<file path="src/rtl/twm_pkg.sv">
package twm_pkg;

    localparam logic [3:0] DEV_CODE = 4'b1010;
    localparam int         BYTE_W   = 8;

    typedef enum logic [2:0] {
        ST_IDLE,
        ST_CTRL,
        ST_ADDR,
        ST_WDATA,
        ST_RDATA,
        ST_RACK,
        ST_WAIT
    } eng_state_t;

    // Bus events derived from the filtered lines
    typedef struct packed {
        logic start;
        logic stop;
        logic rise;
        logic fall;
        logic sda;
    } bus_evt_t;

    // Layout of the first byte after a START
    typedef struct packed {
        logic [3:0] code;
        logic [2:0] blk;
        logic       rd;
    } ctrl_byte_t;

    function automatic logic code_match(input ctrl_byte_t cb);
        return cb.code == DEV_CODE;
    endfunction

endpackage

</file>
<file path="src/rtl/twm_line_cond.sv">
module twm_line_cond #(
    parameter int FILT_LEN = 3
) (
    input  logic clk,
    input  logic rst,
    input  logic line_in,
    output logic line_q
);
    localparam int CNT_W = $clog2(FILT_LEN + 1);

    logic [1:0]       sync_q;
    logic [CNT_W-1:0] cnt_q;

    always_ff @(posedge clk) begin
        if (rst) begin
            sync_q <= 2'b11;
            cnt_q  <= '0;
            line_q <= 1'b1;
        end else begin
            sync_q <= {sync_q[0], line_in};
            if (sync_q[1] == line_q) begin
                cnt_q <= '0;
            end else if (cnt_q == CNT_W'(FILT_LEN - 1)) begin
                line_q <= sync_q[1];
                cnt_q  <= '0;
            end else begin
                cnt_q <= cnt_q + 1'b1;
            end
        end
    end

    // A filtered change needs the new level held on the synchronised line
    assert_filter_hold_R11: assert property (@(posedge clk) disable iff (rst)
        !$stable(line_q) |-> ($past(sync_q[1], 1) == line_q) && ($past(sync_q[1], 2) == line_q));

endmodule

</file>
<file path="src/rtl/twm_bus_events.sv">
module twm_bus_events
    import twm_pkg::*;
(
    input  logic     clk,
    input  logic     rst,
    input  logic     scl_f,
    input  logic     sda_f,
    output bus_evt_t evt
);
    logic scl_prev_q;
    logic sda_prev_q;

    always_ff @(posedge clk) begin
        if (rst) begin
            scl_prev_q <= 1'b1;
            sda_prev_q <= 1'b1;
        end else begin
            scl_prev_q <= scl_f;
            sda_prev_q <= sda_f;
        end
    end

    always_comb begin
        evt.start = scl_f & scl_prev_q & sda_prev_q & ~sda_f;
        evt.stop  = scl_f & scl_prev_q & ~sda_prev_q & sda_f;
        evt.rise  = scl_f & ~scl_prev_q;
        evt.fall  = ~scl_f & scl_prev_q;
        evt.sda   = sda_f;
    end

endmodule

</file>
<file path="src/rtl/twm_proto_fsm.sv">
module twm_proto_fsm
    import twm_pkg::*;
#(
    parameter int ADDR_W = 11,
    parameter int PAGE_W = 4
) (
    input  logic              clk,
    input  logic              rst,
    input  bus_evt_t          evt,
    input  logic              busy,
    input  logic [BYTE_W-1:0] mem_rd_data,
    output logic              sda_oe,
    output logic [ADDR_W-1:0] ptr_o,
    output logic              wr_valid,
    output logic [ADDR_W-1:0] wr_addr,
    output logic [BYTE_W-1:0] wr_data,
    output logic              wr_commit
);
    localparam int BLK_W = ADDR_W - BYTE_W;

    eng_state_t        state_q;
    logic [3:0]        bit_cnt_q;
    logic [BYTE_W-1:0] shreg_q;
    logic [ADDR_W-1:0] ptr_q;
    logic              sda_oe_q;
    logic              rd_mode_q;
    logic              m_ack_q;
    logic              wr_pend_q;
    logic              wr_valid_q;
    logic [ADDR_W-1:0] wr_addr_q;
    logic [BYTE_W-1:0] wr_data_q;
    logic              wr_commit_q;

    ctrl_byte_t        cb;
    logic [ADDR_W-1:0] ptr_seq_nx;
    logic [ADDR_W-1:0] ptr_page_nx;
    logic              rx_state;

    assign cb          = ctrl_byte_t'(shreg_q);
    assign ptr_seq_nx  = ptr_q + ADDR_W'(1);
    assign ptr_page_nx = {ptr_q[ADDR_W-1:PAGE_W], ptr_q[PAGE_W-1:0] + PAGE_W'(1)};
    assign rx_state    = (state_q == ST_CTRL) || (state_q == ST_ADDR) || (state_q == ST_WDATA);

    always_ff @(posedge clk) begin
        if (rst) begin
            state_q     <= ST_IDLE;
            bit_cnt_q   <= '0;
            shreg_q     <= '0;
            ptr_q       <= '0;
            sda_oe_q    <= 1'b0;
            rd_mode_q   <= 1'b0;
            m_ack_q     <= 1'b0;
            wr_pend_q   <= 1'b0;
            wr_valid_q  <= 1'b0;
            wr_addr_q   <= '0;
            wr_data_q   <= '0;
            wr_commit_q <= 1'b0;
        end else begin
            wr_valid_q  <= 1'b0;
            wr_commit_q <= 1'b0;
            if (evt.stop) begin
                state_q     <= ST_IDLE;
                sda_oe_q    <= 1'b0;
                bit_cnt_q   <= '0;
                wr_commit_q <= wr_pend_q;
                wr_pend_q   <= 1'b0;
            end else if (evt.start) begin
                state_q   <= ST_CTRL;
                sda_oe_q  <= 1'b0;
                bit_cnt_q <= '0;
                wr_pend_q <= 1'b0;
            end else begin
                unique case (state_q)
                    ST_IDLE, ST_WAIT: ;
                    ST_CTRL, ST_ADDR, ST_WDATA: begin
                        if (evt.rise && bit_cnt_q < 4'd8) begin
                            shreg_q   <= {shreg_q[BYTE_W-2:0], evt.sda};
                            bit_cnt_q <= bit_cnt_q + 4'd1;
                        end else if (evt.fall && bit_cnt_q == 4'd8) begin
                            // byte complete: decide on the acknowledge
                            bit_cnt_q <= 4'd9;
                            if (busy) begin
                                state_q <= ST_WAIT;
                            end else if (state_q == ST_CTRL) begin
                                if (code_match(cb)) begin
                                    sda_oe_q                   <= 1'b1;
                                    ptr_q[ADDR_W-1:BYTE_W]     <= cb.blk[BLK_W-1:0];
                                    rd_mode_q                  <= cb.rd;
                                end else begin
                                    state_q <= ST_WAIT;
                                end
                            end else if (state_q == ST_ADDR) begin
                                sda_oe_q            <= 1'b1;
                                ptr_q[BYTE_W-1:0]   <= shreg_q;
                            end else begin
                                sda_oe_q   <= 1'b1;
                                wr_valid_q <= 1'b1;
                                wr_addr_q  <= ptr_q;
                                wr_data_q  <= shreg_q;
                                wr_pend_q  <= 1'b1;
                                ptr_q      <= ptr_page_nx;
                            end
                        end else if (evt.fall && bit_cnt_q == 4'd9) begin
                            // end of the acknowledge slot
                            sda_oe_q  <= 1'b0;
                            bit_cnt_q <= '0;
                            if (state_q == ST_CTRL) begin
                                if (rd_mode_q) begin
                                    state_q   <= ST_RDATA;
                                    shreg_q   <= {mem_rd_data[BYTE_W-2:0], 1'b0};
                                    sda_oe_q  <= ~mem_rd_data[BYTE_W-1];
                                    bit_cnt_q <= 4'd1;
                                end else begin
                                    state_q <= ST_ADDR;
                                end
                            end else begin
                                state_q <= ST_WDATA;
                            end
                        end
                    end
                    ST_RDATA: begin
                        if (evt.fall) begin
                            if (bit_cnt_q < 4'd8) begin
                                sda_oe_q  <= ~shreg_q[BYTE_W-1];
                                shreg_q   <= {shreg_q[BYTE_W-2:0], 1'b0};
                                bit_cnt_q <= bit_cnt_q + 4'd1;
                            end else begin
                                sda_oe_q  <= 1'b0;
                                ptr_q     <= ptr_seq_nx;
                                bit_cnt_q <= '0;
                                state_q   <= ST_RACK;
                            end
                        end
                    end
                    ST_RACK: begin
                        if (evt.rise) begin
                            m_ack_q <= ~evt.sda;
                        end else if (evt.fall) begin
                            if (m_ack_q) begin
                                state_q   <= ST_RDATA;
                                shreg_q   <= {mem_rd_data[BYTE_W-2:0], 1'b0};
                                sda_oe_q  <= ~mem_rd_data[BYTE_W-1];
                                bit_cnt_q <= 4'd1;
                            end else begin
                                state_q <= ST_WAIT;
                            end
                        end
                    end
                    default: state_q <= ST_IDLE;
                endcase
            end
        end
    end

    assign sda_oe    = sda_oe_q;
    assign ptr_o     = ptr_q;
    assign wr_valid  = wr_valid_q;
    assign wr_addr   = wr_addr_q;
    assign wr_data   = wr_data_q;
    assign wr_commit = wr_commit_q;

    assert_oe_after_fall_R3: assert property (@(posedge clk) disable iff (rst)
        !$stable(sda_oe_q) |-> $past(evt.fall || evt.start || evt.stop));

    assert_busy_no_ack_R6: assert property (@(posedge clk) disable iff (rst)
        (rx_state && evt.fall && bit_cnt_q == 4'd8 && busy) |=> !sda_oe_q);

    assert_commit_after_stop_R4: assert property (@(posedge clk) disable iff (rst)
        wr_commit_q |-> $past(evt.stop));

    assert_wr_single_R4: assert property (@(posedge clk) disable iff (rst)
        wr_valid_q |=> !wr_valid_q);

    assert_wait_quiet_R10: assert property (@(posedge clk) disable iff (rst)
        (state_q == ST_WAIT) |-> !sda_oe_q);

    assert_read_step_R9: assert property (@(posedge clk) disable iff (rst)
        ($past(state_q) == ST_RDATA && state_q == ST_RACK) |-> ptr_q == ADDR_W'($past(ptr_q) + ADDR_W'(1)));

endmodule

</file>
<file path="src/rtl/twm_slave_engine.sv">
module twm_slave_engine
    import twm_pkg::*;
#(
    parameter int ADDR_W   = 11,
    parameter int PAGE_W   = 4,
    parameter int FILT_LEN = 3
) (
    input  logic              clk,
    input  logic              rst,
    input  logic              scl_in,
    input  logic              sda_in,
    output logic              sda_oe,
    input  logic              busy,
    output logic [ADDR_W-1:0] mem_rd_addr,
    input  logic [7:0]        mem_rd_data,
    output logic              wr_valid,
    output logic [ADDR_W-1:0] wr_addr,
    output logic [7:0]        wr_data,
    output logic              wr_commit
);
    localparam int N_LINES = 2;
    localparam int IDX_SCL = 1;
    localparam int IDX_SDA = 0;

    logic [N_LINES-1:0] raw_lines;
    logic [N_LINES-1:0] filt_lines;
    bus_evt_t           evt;

    assign raw_lines = {scl_in, sda_in};

    for (genvar g = 0; g < N_LINES; g++) begin : g_line
        twm_line_cond #(.FILT_LEN(FILT_LEN)) u_cond (
            .clk     (clk),
            .rst     (rst),
            .line_in (raw_lines[g]),
            .line_q  (filt_lines[g])
        );
    end

    twm_bus_events u_evt (
        .clk   (clk),
        .rst   (rst),
        .scl_f (filt_lines[IDX_SCL]),
        .sda_f (filt_lines[IDX_SDA]),
        .evt   (evt)
    );

    twm_proto_fsm #(.ADDR_W(ADDR_W), .PAGE_W(PAGE_W)) u_fsm (
        .clk         (clk),
        .rst         (rst),
        .evt         (evt),
        .busy        (busy),
        .mem_rd_data (mem_rd_data),
        .sda_oe      (sda_oe),
        .ptr_o       (mem_rd_addr),
        .wr_valid    (wr_valid),
        .wr_addr     (wr_addr),
        .wr_data     (wr_data),
        .wr_commit   (wr_commit)
    );

endmodule

</file>
<file path="config.mk">
export PLATFORM = sky130hd
export DESIGN_NAME = twm_slave_engine
export DESIGN_NICKNAME = d
export VERILOG_FILES = /design/src/rtl/twm_pkg.sv /design/src/rtl/twm_line_cond.sv /design/src/rtl/twm_bus_events.sv /design/src/rtl/twm_proto_fsm.sv /design/src/rtl/twm_slave_engine.sv
export SDC_FILE = /design/constraint.sdc
export NUM_CORES = 1
export LEC_CHECK = 0
export BUFFER_PORTS_ARGS = -buffer_cell sky130_fd_sc_hd__buf_2
export CORE_MARGIN = 1
export CORE_UTILIZATION = 28
export DETAILED_ROUTE_END_ITERATION = 6
export PLACE_DENSITY = 0.45
export SETUP_SLACK_MARGIN = 0.2
export SYNTH_ARGS = -nofsm -noshare
export SYNTH_HDL_FRONTEND = slang
export SYNTH_SLANG_ARGS = --single-unit
</file>
<file path="constraint.sdc">
create_clock -name clk -period 5.8 [get_ports clk]
set_clock_uncertainty 0.2 [all_clocks]
set_input_delay 0.87 -clock clk [delete_from_list [all_inputs] [get_ports clk]]
set_output_delay 0.87 -clock clk [all_outputs]
set_load 0.02 [all_outputs]
</file>
==> results by group <==
Timing
  – Unrepaired setup endpoints after global routing: false
  – Setup Viol. Count Final: 0
  – Final Max Slew Viols: 0
  – Highest achievable clock rate: 344 MHz
  – Worst Tran Pin Value: between 1 and 1.5 ns
  – Total negative slack: 0 ns
  – Minimum clock period: 2.91 ns
  – Max-slew headroom: 31.3%
  – Final Cycle Share: 50.2%
  – Final Hold Vio Count: 0

Cells and area
  – Diode count: 0
  – Nets@finish: 439
  – Finished Layout Cells: 565
  – Cell area after layout: 3880 um2
  – Fraction of layout cells with a size suffix above 1: 19.0%
  – Area Growth Syn to Fin: 17.5%
  – Fillers: 1195

Critical path
  – Crit-path max FO: 22
  – Max stage delay on crit path: around 0.89 ns
  – Crit-path slowest cell: nor3b_2
  – R2R cell count: 4
  – CP Cell Sequence: nor3b_2 -> a21oi_1 -> or4b_1 -> a21oi_1
  – Setup crit start kind: flop
  – Worst path arrival time: 2.97 ns
  – Crit path top cell by count: a21oi_1
  – Worst r2r src: u_fsm.state_q[2]$_SDFFE_PP0P_
  – Cell family with most CP delay: simple AND/OR/NAND/NOR gates
  – WP buf/inv: 0
  – Worst setup EP type: flop
  – Flop2flop setup slack: 2.89 ns
  – Worst R2R End: u_fsm.bit_cnt_q[1]$_SDFFE_PP0P_
  – WP data required: 5.86 ns
  – Setup CP Type: flop to flop

Place
  – DPL Wire Length: 6150 um
  – Post-Place Cells: 551
  – IO buf count: 45
  – GP Congestion: about 0.80
  – Cell Area, Placed: 3600 um2

Routing
  – DRC viols: 0
  – Total Wirelength: 9020 um
  – DRT iter0 DRCs: 199
  – Avg WL per Cell: 16.0 um
  – Number of vias per cell: 5.27
  – Final ANT Viol Nets: 0
  – Via count: about 3000
  – Drt pass-1 iters: 4

Hold path
  – HP Class: flop to flop
  – Hold endpoint: g_line[0].u_cond.cnt_q[0]$_SDFF_PP0_
  – Worst Hold Depth: 1
  – Hold path startpoint: g_line[0].u_cond.cnt_q[0]$_SDFF_PP0_

Clock network
  – Cts bufs inserted: 9
  – Setup Buffers After CTS: 0
  – CTS tree: yes
  – Longest Clk Path Bufs: 2
  – # hold bufs at CTS: 0
  – Clock Sinks: 63
  – Clk Tree Root Cell: clkbuf_16
  – Clock-pin slew on the worst setup and hold paths: 0.05 ns
  – H-tree levels: 3
  – Number of gates resized after CTS: 0
  – Clock Latency Late Sink: 0.33 ns

Die
  – Initial cell density of the core: between 20 and 30%
  – Die width: 111 um
  – Core Region: 11500 um2
  – Cell row count: 39
  – Io pins: 46
  – Die Span Y: 111 um
  – Die area: 12200 um2

Yosys
  – Flops & latches, synth: between 60 and 70
  – Leading area contributor after synthesis: dfxtp_1
  – Synth Cell Area: 3300 um2
  – Area contributors post-synth: dfxtp_1, nand2_1, a21oi_1
  – Asr flop ratio synth: 0%
  – Count leader, synth: dfxtp_1
  – Sequential-to-total area share from yosys stat: 38.2%
  – Synthesized area per cell: 8.52 um2
  – EDFF count, synth: 0
  – Cells after Synth: around 390
  – Main synth FF type: dfxtp_1
  – Synth top area share: 38.2%
  – Synth top cells by count: dfxtp_1, nand2_1, a21oi_1, nor2_1, clkbuf_1
  – Synth Net Count: 408
  – Post-synthesis cell type count: 64
  – Synth warn: 0

Global route
  – Largest net degree at the start of global routing: 49
  – Number of global-route vias before repair: 2816
  – GR Overflow Total: 0
  – First-pass GRT wire length: 14800 um
  – All-Layer GR Usage: between 10% and 20%
  – Initial antenna violation count: 0

Power
  – Pwr dens: 255 nW/um2
  – Lkg Pwr: 1.39 nW
  – Max VDD drop: 0.0987 mV
  – Pwr Total: 0.990 mW

Run
  – MaxCap Viol Count: 0

Run status
  – Status: finished, final reports clean
## worst register-to-register path, cell delays in order (launching register included)
cell     delay (ns)
dfxtp_1        0.79
nor3b_2        0.90
a21oi_1        0.24
or4b_1         0.56
a21oi_1        0.14
## state kept, by name (all words and copies together) (netlist names)
name	flops
g_line.u_cond.cnt_q	4
g_line.u_cond.line_q	2
g_line.u_cond.sync_q	4
u_evt.scl_prev_q	1
u_evt.sda_prev_q	1
u_fsm.bit_cnt_q	4
u_fsm.cb	8
u_fsm.m_ack_q	1
u_fsm.ptr_o	11
u_fsm.rd_mode_q	1
u_fsm.sda_oe	1
u_fsm.state_q	3
u_fsm.wr_addr	11
u_fsm.wr_commit	1
u_fsm.wr_data	8
u_fsm.wr_pend_q	1
u_fsm.wr_valid	1
## power breakdown
| part | switching [mW] | internal [mW] | leakage [nW] |
|---|---|---|---|
| Clock | 0.195 | 0.338 | 0.140 |
| Sequential | 0.00181 | 0.435 | 0.509 |
| Combinational | 0.0138 | 0.00729 | 0.740 |
## through the flow
step	setup WS [ns]	util, %	hold WS, ns
floorplan	3.56	-	0.189
finish	2.89	33.9	0.210
detailed placement	2.70	31.4	0.198
global placement	2.74	31.4	0.194
CTS	2.88	33.9	0.211
global route	2.70	33.9	0.222
## layout by cell type (no fill, tap or decap), types with 9 or more instances in the layout
| master | netlist | layout |
|---|---|---|
| a21oi_1 | 40 | 40 |
| buf_2 | 6 | 45 |
| clkbuf_16 | 0 | 9 |
| dfxtp_1 | 63 | 63 |
| inv_1 | 13 | 13 |
| mux2i_1 | 14 | 14 |
| nand2_1 | 57 | 57 |
| nand3_1 | 9 | 9 |
| nor2_1 | 25 | 25 |
| nor3_1 | 9 | 9 |
## worst max-delay path by stage
| stage | start | end | cells after the start |
|---|---|---|---|
| after floorplan | u_fsm.bit_cnt_q[0]$_SDFFE_PP0P_ | u_fsm.cb[3]$_SDFFE_PP0P_ | 9 |
| after global placement | rst | u_fsm.state_q[1]$_SDFFE_PP0P_ | 4 |
| after detailed placement | rst | u_fsm.state_q[1]$_SDFFE_PP0P_ | 4 |
| after CTS | u_fsm.state_q[2]$_SDFFE_PP0P_ | u_fsm.bit_cnt_q[1]$_SDFFE_PP0P_ | 4 |
| after global routing | u_fsm.state_q[2]$_SDFFE_PP0P_ | u_fsm.ptr_o[2]$_SDFFE_PP0P_ | 5 |
| final | u_fsm.state_q[2]$_SDFFE_PP0P_ | u_fsm.bit_cnt_q[1]$_SDFFE_PP0P_ | 4 |
## cell type report
class	count	area, um2	area share (%)
repair buffers	46	233	5.99
clock buffers	10	239	6.16
clock inverters	4	47.5	1.22
inverters	13	48.8	1.26
flip-flops and latches	63	1260	32.5
multi-input cells	286	1870	48.3
well taps	143	179	4.61
## routing by layer
metal	GRT usage, %	routed length, um	up-vias
met4	7.82	238	0
met1	20.8	4330	1386
met2	22.6	3940	81
li1	-	-	1494
met5	0	0	-
met3	3.18	513	14
## logic make-up after synthesis
kind of cell	after synthesis	share of synthesized area [%]
AOI/OAI and AO/OA	109	24.8
xor gates and xnor gates	5	1.33
adders and majority gates	7	2.65
buffers and inverters	39	5.11
DFF	63	38.2
muxes	14	4.24
and+or+nand+nor	151	23.7
(Power assumes the default switching activity.)
